**config.mk**
```make
export PLATFORM = sky130hd
export DESIGN_NAME = burst_col_gen
export DESIGN_NICKNAME = d
export VERILOG_FILES = /design/src/rtl/bcg_pkg.sv /design/src/rtl/bcg_mode_decode.sv /design/src/rtl/bcg_beat_ctr.sv /design/src/rtl/bcg_addr_map.sv /design/src/rtl/burst_col_gen.sv
export SDC_FILE = /design/constraint.sdc
export NUM_CORES = 1
export LEC_CHECK = 0
export BUFFER_PORTS_ARGS = -buffer_cell sky130_fd_sc_hd__buf_2
export CAP_MARGIN = 10
export CORE_ASPECT_RATIO = 0.9
export CORE_UTILIZATION = 55
export DETAILED_ROUTE_END_ITERATION = 16
export GPL_TIMING_DRIVEN = 0
export PLACE_DENSITY = 0.78
export SYNTH_ARGS = -nofsm -noshare
export SYNTH_HDL_FRONTEND = slang
export SYNTH_HIERARCHICAL = 1
export SYNTH_SLANG_ARGS = --single-unit
```
**constraint.sdc**
```tcl
create_clock -name clk -period 4.5 [get_ports clk]
set_clock_uncertainty 0.2 [all_clocks]
set_input_delay 0 -clock clk [delete_from_list [all_inputs] [get_ports clk]]
set_output_delay 0 -clock clk [all_outputs]
set_load 0.02 [all_outputs]
```
**src/rtl/bcg_pkg.sv**
```systemverilog
package bcg_pkg;

   typedef enum logic [2:0] {
      LEN_ONE  = 3'b000,
      LEN_TWO  = 3'b001,
      LEN_FOUR = 3'b010,
      LEN_EIGHT= 3'b011,
      LEN_ROW  = 3'b111
   } len_code_e;

   typedef struct packed {
      logic       row;    // full-row wrap mode
      logic       bad;    // unsupported code seen
      logic [1:0] lg;     // log2 of burst length for short bursts
   } burst_cfg_t;

   localparam int LEN_CODE_W = 3;
   localparam int MAX_LG     = 3;

endpackage

```
**src/rtl/bcg_mode_decode.sv**
```systemverilog
module bcg_mode_decode
   import bcg_pkg::*;
(
   input  logic [LEN_CODE_W-1:0] code_i,
   input  logic                  ilv_i,
   output burst_cfg_t            cfg_o
);

   always_comb begin
      cfg_o = '0;
      case (code_i)
         LEN_ONE:   cfg_o.lg = 2'd0;
         LEN_TWO:   cfg_o.lg = 2'd1;
         LEN_FOUR:  cfg_o.lg = 2'd2;
         LEN_EIGHT: cfg_o.lg = 2'd3;
         LEN_ROW: begin
            if (ilv_i) cfg_o.bad = 1'b1;
            else       cfg_o.row = 1'b1;
         end
         default:   cfg_o.bad = 1'b1;
      endcase
   end

endmodule

```
**src/rtl/bcg_beat_ctr.sv**
```systemverilog
module bcg_beat_ctr #(
   parameter int CNT_W = 9
) (
   input  logic             clk,
   input  logic             rst_n,
   input  logic             load_i,
   input  logic             stop_i,
   input  logic             adv_i,
   input  logic             final_i,
   output logic             active_o,
   output logic [CNT_W-1:0] beat_o
);

   always_ff @(posedge clk or negedge rst_n) begin
      if (!rst_n) begin
         active_o <= 1'b0;
         beat_o   <= '0;
      end else if (load_i) begin
         active_o <= 1'b1;
         beat_o   <= '0;
      end else if (stop_i) begin
         active_o <= 1'b0;
      end else if (active_o && adv_i) begin
         if (final_i) active_o <= 1'b0;
         else         beat_o   <= beat_o + 1'b1;
      end
   end

endmodule

```
**src/rtl/bcg_addr_map.sv**
```systemverilog
module bcg_addr_map #(
   parameter int COL_W  = 9,
   parameter bit ILV_EN = 1'b1
) (
   input  logic [COL_W-1:0] start_i,
   input  logic [COL_W-1:0] beat_i,
   input  logic [COL_W-1:0] mask_i,
   input  logic             ilv_i,
   output logic [COL_W-1:0] col_o
);

   logic [COL_W-1:0] lin_w;
   logic [COL_W-1:0] win_w;

   assign lin_w = start_i + beat_i;

   generate
      if (ILV_EN) begin : g_ilv
         logic [COL_W-1:0] xor_w;
         assign xor_w = start_i ^ beat_i;
         assign win_w = ilv_i ? xor_w : lin_w;
      end else begin : g_lin
         assign win_w = lin_w;
      end
   endgenerate

   generate
      for (genvar i = 0; i < COL_W; i++) begin : g_bit
         assign col_o[i] = mask_i[i] ? win_w[i] : start_i[i];
      end
   endgenerate

endmodule

```
**src/rtl/burst_col_gen.sv**
```systemverilog
module burst_col_gen
   import bcg_pkg::*;
#(
   parameter int COL_W  = 9,
   parameter bit ILV_EN = 1'b1
) (
   input  logic                  clk,
   input  logic                  rst_n,
   input  logic                  load_i,
   input  logic [COL_W-1:0]      start_col_i,
   input  logic [LEN_CODE_W-1:0] len_code_i,
   input  logic                  ilv_i,
   input  logic                  adv_i,
   input  logic                  stop_i,
   output logic [COL_W-1:0]      col_o,
   output logic                  valid_o,
   output logic                  last_o,
   output logic                  err_o
);

   localparam int MAX_BL = 1 << MAX_LG;

   generate
      if (COL_W <= MAX_LG) begin : g_bad_w
         $error("burst_col_gen: COL_W must exceed the short-burst window");
      end
      if (MAX_BL > (1 << COL_W)) begin : g_bad_bl
         $error("burst_col_gen: burst window wider than a row");
      end
   endgenerate

   burst_cfg_t       cfg_d;
   burst_cfg_t       cfg_q;
   logic [COL_W-1:0] start_q;
   logic             ilv_q;
   logic [COL_W-1:0] beat_w;
   logic [COL_W-1:0] mask_w;
   logic             active_w;
   logic             final_w;
   logic             row_q;

   bcg_mode_decode u_dec (
      .code_i (len_code_i),
      .ilv_i  (ilv_i),
      .cfg_o  (cfg_d)
   );

   always_ff @(posedge clk or negedge rst_n) begin
      if (!rst_n) begin
         cfg_q   <= '0;
         start_q <= '0;
         ilv_q   <= 1'b0;
      end else if (load_i) begin
         cfg_q   <= cfg_d;
         start_q <= start_col_i;
         ilv_q   <= ilv_i & ILV_EN;
      end
   end

   assign row_q  = cfg_q.row;
   assign mask_w = row_q ? {COL_W{1'b1}}
                         : COL_W'((1 << cfg_q.lg) - 1);
   assign final_w = !row_q && (beat_w == mask_w);

   bcg_beat_ctr #(.CNT_W(COL_W)) u_ctr (
      .clk      (clk),
      .rst_n    (rst_n),
      .load_i   (load_i),
      .stop_i   (stop_i),
      .adv_i    (adv_i),
      .final_i  (final_w),
      .active_o (active_w),
      .beat_o   (beat_w)
   );

   bcg_addr_map #(.COL_W(COL_W), .ILV_EN(ILV_EN)) u_map (
      .start_i (start_q),
      .beat_i  (beat_w),
      .mask_i  (mask_w),
      .ilv_i   (ilv_q),
      .col_o   (col_o)
   );

   assign valid_o = active_w;
   assign last_o  = active_w && final_w;
   assign err_o   = cfg_q.bad;

endmodule

```
After elaboration in Yosys (flattened, before gate mapping)
Cells that the tools add are included.
{"block": "totals", "latchBits": 0, "ram_bits": 0, "out_inout_bits": 12, "wordCells": 54, "reg_bits": 24, "memories": 0, "input_bits": 18, "mem_bits_ro": 0}
{"block": "classes", "n_div": 0, "n_eq_ne": 7, "multipliers": 0, "n_lt_le_gt_ge": 0, "shift": 1, "muxes": 24, "addsub": 3, "reduce_logical": 11, "bitwise_logic": 1}
{"operator": "$mux W9", "n": 6}
{"operator": "$mux W1", "n": 16}
{"operator": "$add A9 B1 Y9 const B", "n": 1}
{"operator": "$add A9 B9 Y9", "n": 1}
{"operator": "$eq A9 B9 Y1", "n": 1}
{"operator": "$shl A1 B2 Y9 const A", "n": 1}
{"operator": "$sub A9 B2 Y9 const B", "n": 1}
{"operator": "$xor A9 B9 Y9", "n": 1}
{"operator": "$eq A3 B2 Y1 const B", "n": 2}
{"operator": "$pmux W2 S3", "n": 1}
{"operator": "$reduce_bool A3 Y1", "n": 2}
{"operator": "$ne A2 B2 Y1 const B", "n": 2}
{"operator": "$reduce_or A4 Y1", "n": 1}
{"operator": "$eq A3 B1 Y1 const B", "n": 1}
{"operator": "$eq A3 B3 Y1 const B", "n": 1}
{"operator": "$logic_and A1 B1 Y1", "n": 3}
{"operator": "$logic_not A3 Y1", "n": 1}
{"operator": "$reduce_and A3 Y1", "n": 1}
{"operator": "$pmux W1 S2", "n": 1}
{"operator": "$reduce_and A2 Y1", "n": 1}
{"operator": "$reduce_bool A2 Y1", "n": 1}
{"operator": "$logic_not A1 Y1", "n": 1}

Logic depth before layout (Yosys ltp)
{"block": "depth", "depth_word": 9, "ltp_mapped": 9, "ltp_nobuf": 8}

By module
Netlist, hierarchy kept.
{"mod": "burst_col_gen", "instances": 1, "area_each_um2": 695.7, "cells_per_inst": 53, "seq_area_each_um2": 350.3}
{"mod": "bcg_beat_ctr", "instances": 1, "area_each_um2": 520.5, "cells_per_inst": 52, "seq_area_each_um2": 250.2}
{"mod": "bcg_addr_map", "instances": 1, "area_each_um2": 494.2, "cells_per_inst": 63, "seq_area_each_um2": 0.0}
{"mod": "bcg_mode_decode", "instances": 1, "area_each_um2": 36.3, "cells_per_inst": 5, "seq_area_each_um2": 0.0}

Worst setup path after synthesis
OpenSTA, ideal clock, no wires.
{"block": "synth_timing", "path_kind": "flip-flop to flip-flop", "startpoint": "register cfg_q[0] in the netlist's numbering", "endpoint": "register u_ctr.beat_o[7]", "t_required_ns": 4.175, "setup_ns": 0.125, "path_buffers": 1, "arrival_ns": 2.232, "path_slack_ns": 1.943, "period_less_slack_ns": 2.557, "path_stages_with_launch": 9, "path_cell_list": "dfrtp_1 -> buf_6 -> or2_2 -> ha_1 -> xnor2_1 -> nor3_1 -> nand4bb_4 -> nor4_1 -> mux2_2"}
{"block": "synth_between", "elab_chain_len": 7}
{"element": "from (decl)", "line": "burst_col_gen.sv:33", "source": "burst_cfg_t cfg_q;"}
{"element": "from (signal assigned)", "line": "burst_col_gen.sv:54", "source": "cfg_q <= cfg_d;"}
{"element": "$shl A1 B2 Y9", "line": "burst_col_gen.sv:62", "source": ": COL_W'((1 << cfg_q.lg) - 1);"}
{"element": "$sub A9 B2 Y9", "line": "burst_col_gen.sv:62"}
{"element": "$mux W9", "line": "burst_col_gen.sv:61", "source": "assign mask_w = row_q ? {COL_W{1'b1}}"}
{"element": "$eq A9 B9 Y1", "line": "burst_col_gen.sv:63", "source": "assign final_w = !row_q && (beat_w == mask_w);"}
{"element": "$logic_and A1 B1 Y1", "line": "burst_col_gen.sv:63"}
{"element": "via final_w", "line": "burst_col_gen.sv:39", "source": "logic final_w;"}
{"element": "$ne A2 B2 Y1 (no source line)"}
{"element": "$reduce_and A3 Y1 (no source line)"}
{"element": "to (signal assigned)", "line": "bcg_beat_ctr.sv:25", "source": "else beat_o <= beat_o + 1'b1;"}
{"element": "to (decl)", "line": "bcg_beat_ctr.sv:11", "source": "output logic [CNT_W-1:0] beat_o"}
The timed path passes the listed nets, and every way through them passes these cells.
A chain may end at the register's enable or synchronous reset.

Worst setup path after layout
{"block": "layout_timing", "startpoint": "register cfg_q[1] in the netlist's numbering", "endpoint": "register u_ctr.beat_o[7]"}
The elaborated chain is that of the path after synthesis.

==> impl_metrics.env <==
export IMPL_crit_chain="or2_2, ha_1, xnor2_1, nor3_1, nand4bb_4, nor4_1, mux2_2, dlygate4sd3_1"
export IMPL_yosys_top_cells_count="dfrtp_1, mux2_2, nor2_1"
export IMPL_clk_pin_slew_ns=0.14
export IMPL_critical_path_top_delay_family="simple AND/OR/NAND/NOR gates"
export IMPL_synthCells=173
export IMPL_yosysWarnings=6
export IMPL_yosysTopAreaCellShare_pct=34.4
export IMPL_layout_drive_gt1_share_pct=30.4
export IMPL_finalCritPeriodShare_pct=73.6
export IMPL_critical_path_slowest_cell="dlygate4sd3_1"
export IMPL_numCtsBuffers=3
export IMPL_leakage_nw=0.983
export IMPL_overflow=0
export IMPL_die_y_microns=55.5
export IMPL_critPathBufInv=1
export IMPL_grt_max_degree=25
export IMPL_dieWidth_microns=61.4
export IMPL_synth_edf_count=0
export IMPL_final_hold_viol_count=24
export IMPL_wl_per_cell_microns=14.2
export IMPL_worstHoldPathType="primary input to async pin"
export IMPL_pin_count=30
export IMPL_cts_num_sinks=24
export IMPL_row_count=19
export IMPL_port_buffers=29
export IMPL_ys_ff_latch=24
export IMPL_synth_cell_area_sq_um=1750
export IMPL_ys_types=46
export IMPL_area_growth_pct=27.1
export IMPL_required_ns=4.52
export IMPL_clk_path_buf_depth=2
export IMPL_hpwl_mm=2.77
export IMPL_holdWs_ns=-0.0302
export IMPL_syn_nets=202
export IMPL_status="finished with violations"
export IMPL_syn_area_per_cell_sq_um=10.1
export IMPL_maxSlewViolCount=0
export IMPL_gp_congestion=0.878
export IMPL_fin_ws_ns=1.19
export IMPL_pre_cts_slack_ns=1.74
export IMPL_cts_tree="yes"
export IMPL_num_antenna_cells=0
export IMPL_violations="negative hold slack"
export IMPL_max_stage_delay_ns=0.56
export IMPL_post_route_min_period_ns=3.31
export IMPL_arrival_ns=3.33
export IMPL_synth_top_area_cell="dfrtp_1"
export IMPL_dr_pass1_iters=5
export IMPL_fin_tns_setup_ns=0
export IMPL_ctsResizeCount=0
export IMPL_drtIter0Drc=69
export IMPL_via_count=1517
export IMPL_fin_area_sq_um=2220
export IMPL_initial_core_util_pct=57.4
export IMPL_rsz0062_at_grt="false"
export IMPL_place_area_sq_um=1940
export IMPL_slew_headroom_pct=63.6
export IMPL_die_area_sq_um=3410
export IMPL_grt_total_usage_pct=26.0
export IMPL_p_per_area_nw_per_um2=241
export IMPL_drc=0
export IMPL_setup_viol=0
export IMPL_core_sq_um=3040
export IMPL_worst_setup_path_end_kind="register"
export IMPL_max_freq_mhz=302
export IMPL_nNetsFinal=260
export IMPL_synthArstFlopShare_pct=100
export IMPL_clk_latency_ns=0.32
export IMPL_synth_most_common_cell="dfrtp_1"
export IMPL_routed_via_density=5.58
export IMPL_grt_pass1_vias=1511
export IMPL_ir_drop_uv=242
export IMPL_critical_path_class="register to register"
export IMPL_grt_antenna_before_repair=0
export IMPL_final_util_pct=73.0
export IMPL_antenna_left=0
export IMPL_worstSetupStartpointType="register"
export IMPL_worst_pin_slew_ns=0.547
export IMPL_grt_pass1_wl_mm=6.69
export IMPL_ys_seq_area_share_pct=34.4
export IMPL_h_tree_depth=1
export IMPL_clockRootBuffer="clkbuf_4"
export IMPL_cp_max_fo=7
export IMPL_drt_wl_total_mm=3.85
export IMPL_ys_flop_type="dfrtp_1"
export IMPL_rrSetupSlack_ns=1.19
export IMPL_drv_cap=0
export IMPL_synth_area_top_cells="dfrtp_1, mux2_2, ha_1"
-- cell type report --
class,count,area [sq um]
fill,251,822
clock buffer,4,36.3
tap,42,52.6
inverter,9,33.8
multi-input combinational,132,1060
sequential,24,601
buffer,8,47.5
timing repair buffer,53,385
-- cell families (layout without fill, tap and decap cells) --
kind of cell / Yosys count / after routing / synth area share [%]
multiplexers: 22 / 22 / 14.0
flip-flops: 24 / 24 / 34.4
AND/OR/NAND/NOR: 55 / 55 / 20.4
AO/OA/AOI/OAI: 34 / 34 / 13.3
adder cells (fa/ha/maj): 11 / 11 / 8.31
buffers and inverters: 17 / 74 / 4.66
XOR/XNOR: 10 / 10 / 5.01
-- repair_timing --
action	4_1_cts	5_1_grt
hold buffers	24	0
setup endpoints to repair	0	0
endpoints found under the hold margin	44	0
setup buffers	0	0
-- layer usage --
layer	up-vias	track usage [%]	share of wire, %
met5	-	0	0
met4	0	6.03	0.49
met1	725	33.3	45
li1	742	-	-
met3	2	5.62	4.6
met2	48	44.1	50
-- power by group --
| part | internal [mW] | switching, mW | leakage [nW] |
|---|---|---|---|
| Clock | 0.0495 | 0.0664 | 0.0210 |
| Combinational | 0.0879 | 0.0875 | 0.657 |
| Sequential | 0.229 | 0.0152 | 0.305 |
-- through the flow --
stage          power [mW]  hold WS, ns  cells
4_1_cts             0.540     0.000606    272
2_1_floorplan       0.358       -0.496    173
5_1_grt             0.567       0.0298    272
3_5_place_dp        0.406       -0.179    244
6_report            0.536      -0.0302    272
3_3_place_gp        0.399       -0.194    244
-- cells in the final DEF, fill, tap and decap left out, types with 2 or more instances in the layout --
| master | instances |
|---|---|
| inv_1 | 9 |
| nand2b_1 | 3 |
| xnor2_1 | 7 |
| dfrtp_1 | 24 |
| o21ai_0 | 5 |
| nor2b_1 | 4 |
| clkbuf_1 | 3 |
| mux2i_1 | 3 |
| buf_4 | 2 |
| nor2_1 | 12 |
| a21o_2 | 2 |
| or3_1 | 3 |
| xor2_1 | 3 |
| or4_1 | 2 |
| a31oi_1 | 2 |
| o21bai_1 | 3 |
| clkbuf_4 | 3 |
| nand2_1 | 9 |
| buf_2 | 31 |
| a211oi_2 | 2 |
| o31ai_1 | 2 |
| nor4_1 | 4 |
| dlygate4sd3_1 | 24 |
| a21oi_1 | 10 |
| mux2_2 | 19 |
| nor3_1 | 3 |
| a211oi_1 | 3 |
| nand3_1 | 3 |
| ha_1 | 10 |
-- path summary, 6_finish.rpt --
path                                 from              end  depth (start not counted)
max in group asynchronous           rst_n            ilv_q                          2
hold / removal                      rst_n       start_q[6]                          2
setup reg to reg                 cfg_q[1]  u_ctr/beat_o[7]                          8
setup / recovery                 cfg_q[1]  u_ctr/beat_o[7]                          8
min in group clk           start_col_i[6]       start_q[6]                          3
hold reg to reg                start_q[5]       start_q[5]                          1
-- registers in the layout, summed over array words and instances, names as in the netlist --
signal / count
u_ctr/active_o: 1
err_o: 1
ilv_q: 1
u_ctr/beat_o: 9
start_q: 9
row_q: 1
cfg_q: 2
Note: power is estimated with default switching activity, not from simulation.
